[config.mk]
export PLATFORM = sky130hd
export DESIGN_NAME = mp_serial_port
export DESIGN_NICKNAME = d
export VERILOG_FILES = /design/src/rtl/sp_pkg.sv /design/src/rtl/sp_tick_gen.sv /design/src/rtl/sp_tx.sv /design/src/rtl/sp_rx.sv /design/src/rtl/mp_serial_port.sv
export SDC_FILE = /design/constraint.sdc
export NUM_CORES = 1
export LEC_CHECK = 0
export BUFFER_PORTS_ARGS = -buffer_cell sky130_fd_sc_hd__buf_4
export CAP_MARGIN = 20
export CORE_ASPECT_RATIO = 0.6
export CORE_MARGIN = 5
export CORE_UTILIZATION = 25
export CTS_CLUSTER_SIZE = 28
export DETAILED_ROUTE_END_ITERATION = 8
export GPL_ROUTABILITY_DRIVEN = 0
export HOLD_SLACK_MARGIN = 0.03
export PLACE_DENSITY = 0.51
export SYNTH_ARGS = -nofsm -noshare
export SYNTH_HDL_FRONTEND = slang
export SYNTH_HIERARCHICAL = 1
export SYNTH_SLANG_ARGS = --single-unit
[constraint.sdc]
create_clock -name clk -period 2.1 [get_ports clk]
set_input_delay 0.63 -clock clk [delete_from_list [all_inputs] [get_ports clk]]
set_output_delay 0.63 -clock clk [all_outputs]
set_load 0.01 [all_outputs]
[src/rtl/sp_pkg.sv]
package sp_pkg;
  typedef enum logic [1:0] {
    MODE_SHIFT = 2'b00,
    MODE_U8    = 2'b01,
    MODE_U9F   = 2'b10,
    MODE_U9V   = 2'b11
  } sp_mode_e;

  localparam int DATA_W = 8;

  localparam logic [1:0] SEL_CTRL = 2'd0;
  localparam logic [1:0] SEL_DATA = 2'd1;
  localparam logic [1:0] SEL_OWN  = 2'd2;
  localparam logic [1:0] SEL_MASK = 2'd3;

  localparam int B_AEN = 5;
  localparam int B_REN = 4;
  localparam int B_TB9 = 3;
  localparam int B_RB9 = 2;
  localparam int B_TXF = 1;
  localparam int B_RXF = 0;

  function automatic logic addr_hit(input logic [DATA_W-1:0] rx_byte,
                                    input logic [DATA_W-1:0] own,
                                    input logic [DATA_W-1:0] mask);
    logic [DATA_W-1:0] given;
    logic [DATA_W-1:0] bcast;
    given = own & mask;
    bcast = own | mask;
    return ((rx_byte & mask) == given) || ((rx_byte & bcast) == bcast);
  endfunction

  function automatic logic vote3(input logic a, input logic b, input logic c);
    return (a & b) | (a & c) | (b & c);
  endfunction

  function automatic logic [3:0] frame_bits(input sp_mode_e m);
    return m[1] ? 4'd11 : 4'd10;
  endfunction
endpackage

[src/rtl/sp_tick_gen.sv]
module sp_tick_gen import sp_pkg::*; (
  input  logic     clk,
  input  logic     rst_n,
  input  sp_mode_e mode,
  input  logic     fast,
  input  logic     ext_tick,
  output logic     os_tick
);
  logic half_q;

  always_ff @(posedge clk or negedge rst_n) begin
    if (!rst_n) half_q <= 1'b0;
    else        half_q <= ~half_q;
  end

  always_comb begin
    case (mode)
      MODE_U9F:         os_tick = fast ? 1'b1 : half_q;
      MODE_U8, MODE_U9V: os_tick = ext_tick;
      default:          os_tick = 1'b0;
    endcase
  end
endmodule

[src/rtl/sp_tx.sv]
module sp_tx import sp_pkg::*; #(
  parameter int OS_RATE = 16,
  parameter int M0_DIV  = 4
) (
  input  logic              clk,
  input  logic              rst_n,
  input  sp_mode_e          mode,
  input  logic              os_tick,
  input  logic              start,
  input  logic [DATA_W-1:0] din,
  input  logic              bit9,
  output logic              txd,
  output logic              sclk,
  output logic              busy,
  output logic              done
);
  localparam int SW = $clog2(OS_RATE);
  localparam logic [SW-1:0] S_END  = SW'(OS_RATE - 1);
  localparam logic [SW-1:0] M_END  = SW'(M0_DIV - 1);
  localparam logic [SW-1:0] M_HALF = SW'(M0_DIV / 2);

  logic          busy_q, m0_q, done_q;
  logic [10:0]   sh_q;
  logic [3:0]    left_q;
  logic [SW-1:0] sub_q;
  logic          step;

  assign step = busy_q && (m0_q ? (sub_q == M_END) : (os_tick && sub_q == S_END));

  always_ff @(posedge clk or negedge rst_n) begin
    if (!rst_n) begin
      busy_q <= 1'b0;
      m0_q   <= 1'b0;
      done_q <= 1'b0;
      sh_q   <= '1;
      left_q <= '0;
      sub_q  <= '0;
    end else begin
      done_q <= 1'b0;
      if (start) begin
        busy_q <= 1'b1;
        sub_q  <= '0;
        m0_q   <= (mode == MODE_SHIFT);
        if (mode == MODE_SHIFT) begin
          sh_q   <= {3'b111, din};
          left_q <= 4'd8;
        end else begin
          sh_q   <= mode[1] ? {1'b1, bit9, din, 1'b0} : {2'b11, din, 1'b0};
          left_q <= frame_bits(mode);
        end
      end else if (busy_q) begin
        if (step) begin
          sub_q  <= '0;
          sh_q   <= {1'b1, sh_q[10:1]};
          left_q <= left_q - 4'd1;
          if (left_q == 4'd1) busy_q <= 1'b0;
          if (!m0_q && left_q == 4'd2) done_q <= 1'b1;
          if (m0_q && left_q == 4'd1)  done_q <= 1'b1;
        end else if (m0_q || os_tick) begin
          sub_q <= sub_q + 1'b1;
        end
      end
    end
  end

  assign txd  = busy_q ? sh_q[0] : 1'b1;
  assign sclk = (busy_q && m0_q) ? (sub_q >= M_HALF) : 1'b1;
  assign busy = busy_q;
  assign done = done_q;
endmodule

[src/rtl/sp_rx.sv]
module sp_rx import sp_pkg::*; #(
  parameter int OS_RATE = 16,
  parameter int M0_DIV  = 4
) (
  input  logic              clk,
  input  logic              rst_n,
  input  sp_mode_e          mode,
  input  logic              os_tick,
  input  logic              rx_en,
  input  logic              rx_flag,
  input  logic              tx_busy,
  input  logic              rxd,
  output logic              done,
  output logic [DATA_W-1:0] data,
  output logic              bit9,
  output logic              stop,
  output logic              busy,
  output logic              sclk
);
  localparam int SW = $clog2(OS_RATE);
  localparam logic [SW-1:0] S_LO   = SW'(OS_RATE / 2 - 1);
  localparam logic [SW-1:0] S_HI   = SW'(OS_RATE / 2 + 1);
  localparam logic [SW-1:0] S_END  = SW'(OS_RATE - 1);
  localparam logic [SW-1:0] M_END  = SW'(M0_DIV - 1);
  localparam logic [SW-1:0] M_HALF = SW'(M0_DIV / 2);

  logic              s1_q, s2_q;
  logic              busy_q, m0_q, done_q;
  logic [SW-1:0]     sub_q;
  logic [3:0]        idx_q;
  logic [1:0]        smp_q;
  logic [DATA_W-1:0] dat_q;
  logic              b9_q, stop_q;
  logic              vote;
  logic [3:0]        last_idx;

  assign vote     = vote3(smp_q[1], smp_q[0], s2_q);
  assign last_idx = frame_bits(mode) - 4'd1;

  always_ff @(posedge clk or negedge rst_n) begin
    if (!rst_n) begin
      s1_q   <= 1'b1;
      s2_q   <= 1'b1;
      busy_q <= 1'b0;
      m0_q   <= 1'b0;
      done_q <= 1'b0;
      sub_q  <= '0;
      idx_q  <= '0;
      smp_q  <= '0;
      dat_q  <= '0;
      b9_q   <= 1'b0;
      stop_q <= 1'b0;
    end else begin
      s1_q   <= rxd;
      s2_q   <= s1_q;
      done_q <= 1'b0;
      if (!busy_q) begin
        if (rx_en && mode == MODE_SHIFT && !rx_flag && !tx_busy && !done_q) begin
          busy_q <= 1'b1;
          m0_q   <= 1'b1;
          sub_q  <= '0;
          idx_q  <= '0;
        end else if (rx_en && mode != MODE_SHIFT && os_tick && !s2_q) begin
          busy_q <= 1'b1;
          m0_q   <= 1'b0;
          sub_q  <= SW'(1);
          idx_q  <= '0;
        end
      end else if (m0_q) begin
        if (sub_q == M_END) begin
          sub_q <= '0;
          dat_q <= {s2_q, dat_q[DATA_W-1:1]};
          idx_q <= idx_q + 4'd1;
          if (idx_q == 4'd7) begin
            busy_q <= 1'b0;
            done_q <= 1'b1;
          end
        end else begin
          sub_q <= sub_q + 1'b1;
        end
      end else if (os_tick) begin
        if (sub_q == S_END) begin
          sub_q <= '0;
          idx_q <= idx_q + 4'd1;
        end else begin
          sub_q <= sub_q + 1'b1;
        end
        if (sub_q >= S_LO && sub_q < S_HI) smp_q <= {smp_q[0], s2_q};
        if (sub_q == S_HI) begin
          if (idx_q == 4'd0) begin
            if (vote) busy_q <= 1'b0;
          end else if (idx_q <= 4'd8) begin
            dat_q <= {vote, dat_q[DATA_W-1:1]};
          end else if (idx_q < last_idx) begin
            b9_q <= vote;
          end
          if (idx_q == last_idx) begin
            stop_q <= vote;
            done_q <= 1'b1;
            busy_q <= 1'b0;
          end
        end
      end
    end
  end

  assign done = done_q;
  assign data = dat_q;
  assign bit9 = b9_q;
  assign stop = stop_q;
  assign busy = busy_q;
  assign sclk = (busy_q && m0_q) ? (sub_q >= M_HALF) : 1'b1;
endmodule

[src/rtl/mp_serial_port.sv]
module mp_serial_port import sp_pkg::*; #(
  parameter int OS_RATE = 16,
  parameter int M0_DIV  = 4
) (
  input  logic              clk,
  input  logic              rst_n,
  input  logic              baud_tick,
  input  logic              m2_fast,
  input  logic [1:0]        reg_sel,
  input  logic              reg_wr,
  input  logic [DATA_W-1:0] reg_wdata,
  output logic [DATA_W-1:0] reg_rdata,
  input  logic              rxd_in,
  output logic              txd_out,
  output logic              sclk_out,
  output logic              tx_irq,
  output logic              rx_irq
);
  logic [DATA_W-1:0] ctrl_q, rxbuf_q, own_q, mask_q;
  sp_mode_e          mode;
  logic              os_tick;
  logic              wr_ctrl, tx_start;
  logic              tx_busy, tx_done, tx_sclk;
  logic              rx_done, rx_bit9, rx_stop, rx_busy, rx_sclk;
  logic [DATA_W-1:0] rx_data;
  logic              rx_accept, rb9_next, addr_en;

  assign mode     = sp_mode_e'(ctrl_q[7:6]);
  assign addr_en  = ctrl_q[B_AEN];
  assign wr_ctrl  = reg_wr && (reg_sel == SEL_CTRL);
  assign tx_start = reg_wr && (reg_sel == SEL_DATA);

  sp_tick_gen u_tick (
    .clk(clk), .rst_n(rst_n), .mode(mode), .fast(m2_fast),
    .ext_tick(baud_tick), .os_tick(os_tick)
  );

  sp_tx #(.OS_RATE(OS_RATE), .M0_DIV(M0_DIV)) u_tx (
    .clk(clk), .rst_n(rst_n), .mode(mode), .os_tick(os_tick),
    .start(tx_start), .din(reg_wdata), .bit9(ctrl_q[B_TB9]),
    .txd(txd_out), .sclk(tx_sclk), .busy(tx_busy), .done(tx_done)
  );

  sp_rx #(.OS_RATE(OS_RATE), .M0_DIV(M0_DIV)) u_rx (
    .clk(clk), .rst_n(rst_n), .mode(mode), .os_tick(os_tick),
    .rx_en(ctrl_q[B_REN]), .rx_flag(ctrl_q[B_RXF]), .tx_busy(tx_busy),
    .rxd(rxd_in), .done(rx_done), .data(rx_data), .bit9(rx_bit9),
    .stop(rx_stop), .busy(rx_busy), .sclk(rx_sclk)
  );

  always_comb begin
    rx_accept = 1'b0;
    if (rx_done) begin
      case (mode)
        MODE_SHIFT: rx_accept = 1'b1;
        MODE_U8:    rx_accept = !addr_en || rx_stop;
        default:    rx_accept = !addr_en || (rx_bit9 && addr_hit(rx_data, own_q, mask_q));
      endcase
    end
  end

  assign rb9_next = (mode == MODE_U8) ? rx_stop : rx_bit9;

  always_ff @(posedge clk or negedge rst_n) begin
    if (!rst_n) begin
      ctrl_q  <= '0;
      rxbuf_q <= '0;
      own_q   <= '0;
      mask_q  <= '0;
    end else begin
      if (wr_ctrl) ctrl_q <= reg_wdata;
      if (tx_done) ctrl_q[B_TXF] <= 1'b1;
      if (rx_accept) begin
        ctrl_q[B_RXF] <= 1'b1;
        if (mode != MODE_SHIFT) ctrl_q[B_RB9] <= rb9_next;
        rxbuf_q <= rx_data;
      end
      if (reg_wr && reg_sel == SEL_OWN)  own_q  <= reg_wdata;
      if (reg_wr && reg_sel == SEL_MASK) mask_q <= reg_wdata;
    end
  end

  always_comb begin
    case (reg_sel)
      SEL_CTRL: reg_rdata = ctrl_q;
      SEL_DATA: reg_rdata = rxbuf_q;
      SEL_OWN:  reg_rdata = own_q;
      default:  reg_rdata = mask_q;
    endcase
  end

  assign sclk_out = tx_sclk & rx_sclk;
  assign tx_irq   = ctrl_q[B_TXF];
  assign rx_irq   = ctrl_q[B_RXF];
endmodule

==> impl_metrics.env <==
export IMPL_status="complete, no violations"
export IMPL_seqCellArea_um2=2000
export IMPL_synthCells=381
export IMPL_cts_clk_slew_worst_paths_ns=0.06
export IMPL_crit_fanout=5
export IMPL_r2r_end="u_rx/data[0]"
export IMPL_start_kind="input pin"
export IMPL_setup_viol=0
export IMPL_hold_path_class="input pin to asynchronous set/reset pin"
export IMPL_required_ns=1.47
export IMPL_dr_first_iter_drc_count=233
export IMPL_place_inst=654
export IMPL_maxSlewViolCount=0
export IMPL_rows=37
export IMPL_rsz0062_at_grt="true"
export IMPL_core_um2=17200
export IMPL_cts_htree_levels=3
export IMPL_syn_nets=410
export IMPL_wl_per_cell_um=16.7
export IMPL_die_h_um=113
export IMPL_p_seq_frac=0.393
export IMPL_final_fill_count=1784
export IMPL_nets=467
export IMPL_synth_largest_area_cell="dfrtp_1"
export IMPL_netlist_area_leader_share=0.380
export IMPL_clockBufferDepth=2
export IMPL_ir_drop_mv=0.385
export IMPL_antenna_left=0
export IMPL_grt_pass1_vias=3241
export IMPL_worst_ep_arrival_time_ns=1.44
export IMPL_antenna_found_initial=0
export IMPL_drt_pass1_iterations=5
export IMPL_diodes=0
export IMPL_tritoncts="done"
export IMPL_synth_cell_types=73
export IMPL_drt_total_wl_mm=11.3
export IMPL_clkPwrFrac=0.262
export IMPL_clock_skew_ns=0.00668
export IMPL_grt_start_max_net_pins=34
export IMPL_internal_power_w=0.00416
export IMPL_syn_area_um2=4410
export IMPL_relSlewSlack=0.616
export IMPL_post_route_period_util=0.987
export IMPL_critical_path_class="input pin to output pin"
export IMPL_synth_seq_cells=79
export IMPL_pwr_share_comb=0.345
export IMPL_numCtsBuffers=9
export IMPL_multi_input_area_um2=2300
export IMPL_dieArea_um2=20500
export IMPL_switching_share=0.334
export IMPL_synth_edff_count=0
export IMPL_worstSetupEndpointType="output pin"
export IMPL_clockRootBuffer="clkbuf_16"
export IMPL_drc=0
export IMPL_r2r_slack_ns=0.12
export IMPL_io_buffer_count=27
export IMPL_fin_crit_ns=2.07
export IMPL_hpwl_mm=8.46
export IMPL_worstMarginPinSlew_ns=0.575
export IMPL_p_sw_w=0.00209
export IMPL_final_cells=677
export IMPL_worst_hold_slack_ns=0.232
export IMPL_powerDensity_nw_per_um2=1140
export IMPL_synth_yosys_seq_area_share=0.452
export IMPL_ys_top_cells_by_area="dfrtp_1 (38%), mux2_2 (7.9%), dfstp_2 (7.2%), ha_1 (3.7%), mux2i_1 (3.6%)"
export IMPL_die_w_um=181
export IMPL_final_design_area_no_fill_um2=5480
export IMPL_vias_per_cell=4.78
export IMPL_areaGrowthSynthToFinish_pct=24.3
export IMPL_grt_first_pass_wirelength_mm=18.3
export IMPL_netlist_top_cells_count="dfrtp_1 (67), mux2_2 (31), nand2_1 (22)"
export IMPL_maxCapViolCount=0
export IMPL_grt_overflow=0
export IMPL_synthArstFlopShare=1.00
export IMPL_hold_viol_final=0
export IMPL_yosysMostFrequentCell="dfrtp_1"
export IMPL_ys_warn_count=6
export IMPL_postPlaceCellArea_um2=5030
export IMPL_io_pins=28
export IMPL_synthFlopType="dfrtp_1"
export IMPL_r2r_worst_path_cells=8
export IMPL_grt_usage=0.112
export IMPL_fmax_mhz=482
export IMPL_clock_sinks=79
export IMPL_avgSynthCellArea_um2=11.6
export IMPL_start_util=0.256
export IMPL_clk_latency_ns=0.33
export IMPL_vias=3239
export IMPL_leakage_nw=2.38
export IMPL_layout_drive_gt1_share=0.361
export IMPL_r2r_start="u_rx/sub_q[0]"
==> sequential cells by signal, summed over array words and instances, names as in the netlist, 2 cells and up <==
signal and cells:
mask_q 8, own_q 8, u_rx/smp_q 2, u_rx/data 8
u_rx/sub_q 4, u_tx/left_q 4, u_rx/idx_q 4, rxbuf_q 8
u_tx/sh_q 10, ctrl_q 8, u_tx/sub_q 4
==> logic make-up (layout without fill, tap and decap cells) <==
logic type               after synthesis  after routing  share of synthesized area
AO/OA/AOI/OAI                         86             86                      0.136
multiplexers                          66             66                      0.191
AND/OR/NAND/NOR                       96             96                      0.129
adder cells (fa/ha/maj)               14             14                     0.0392
XOR/XNOR                              10             10                     0.0199
buffers and inverters                 30             92                     0.0323
flip-flops                            79             79                      0.452
==> worst max-delay path by stage <==
stage	start	endpoint	depth (start not counted)
after global routing	u_rx/sub_q[0]	sclk_out	6
after detailed placement	reg_sel[0]	reg_rdata[0]	4
final	reg_sel[0]	reg_rdata[5]	3
after CTS	u_rx/sub_q[1]	sclk_out	5
after global placement	reg_sel[0]	reg_rdata[7]	3
after floorplan	m2_fast	u_tx/left_q[1]	6
==> placed cells by master, fill, tap and decap left out, types with 9 or more instances in the layout <==
cell type / synthesis / final
nor2_1: 15 / 15
nand3_1: 9 / 9
dfstp_2: 12 / 12
clkbuf_16: 0 / 9
a21oi_1: 16 / 16
nor2b_1: 9 / 9
mux2i_1: 16 / 16
mux2_2: 31 / 31
nand2_1: 22 / 22
inv_1: 16 / 15
buf_4: 1 / 52
o21ai_0: 14 / 14
dfrtp_1: 67 / 62
ha_1: 13 / 11
==> power by group through the flow <==
stage               logic, W  clock network [W]  registers (W)
finish               0.00215            0.00164        0.00245
global route         0.00239            0.00174        0.00252
CTS                  0.00209            0.00168        0.00245
detailed placement   0.00200                  0        0.00247
global placement     0.00196                  0        0.00246
floorplan            0.00143                  0        0.00232
==> metal layers <==
metal | routed length (um) | vias to the layer above | GRT usage | share of wire
li1 | - | 1534 | - | -
met5 | 0 | - | 0 | 0
met4 | 78 | 0 | 0.0210 | 0.0069
met3 | 580 | 8 | 0.0260 | 0.051
met1 | 6250 | 1632 | 0.181 | 0.55
met2 | 4420 | 65 | 0.150 | 0.39
==> worst max-delay path, stage by stage <==
cell and delay (ns):
buf_12 0.11, mux4_2 0.53, buf_4 0.16
==> through the flow <==
| stage | setup WS, ns | setup TNS [ns] | util | power (W) |
|---|---|---|---|---|
| 4_1_cts | -0.0104 | -0.0104 | 0.315 | 0.00622 |
| 3_5_place_dp | -0.179 | -2.15 | 0.292 | 0.00448 |
| 3_3_place_gp | -0.181 | -2.12 | 0.292 | 0.00441 |
| 5_1_grt | -0.0325 | -0.0416 | 0.318 | 0.00665 |
| 2_1_floorplan | -0.00903 | -0.00903 | - | 0.00374 |
| 6_report | 0.0263 | 0 | 0.318 | 0.00624 |
==> what timing repair did <==
| action | CTS | global route |
|---|---|---|
| gates cloned | 1 | 0 |
| setup endpoints to repair | 9 | 8 |
| hold buffers | 0 | 0 |
| resized for setup | 16 | 5 |
| buffers inserted | 3 | 5 |
| hold endpoints to repair | 0 | 0 |
| pin swaps | 3 | 4 |
==> area by class of cell <==
type,count,area share
multi-input combinational,272,0.420
clock buffer,11,0.0425
tap,234,0.0534
timing repair buffer,60,0.0954
sequential,79,0.365
inverter,16,0.0110
clock inverter,5,0.0137
No activity file was read; power rests on OpenSTA's default activity.
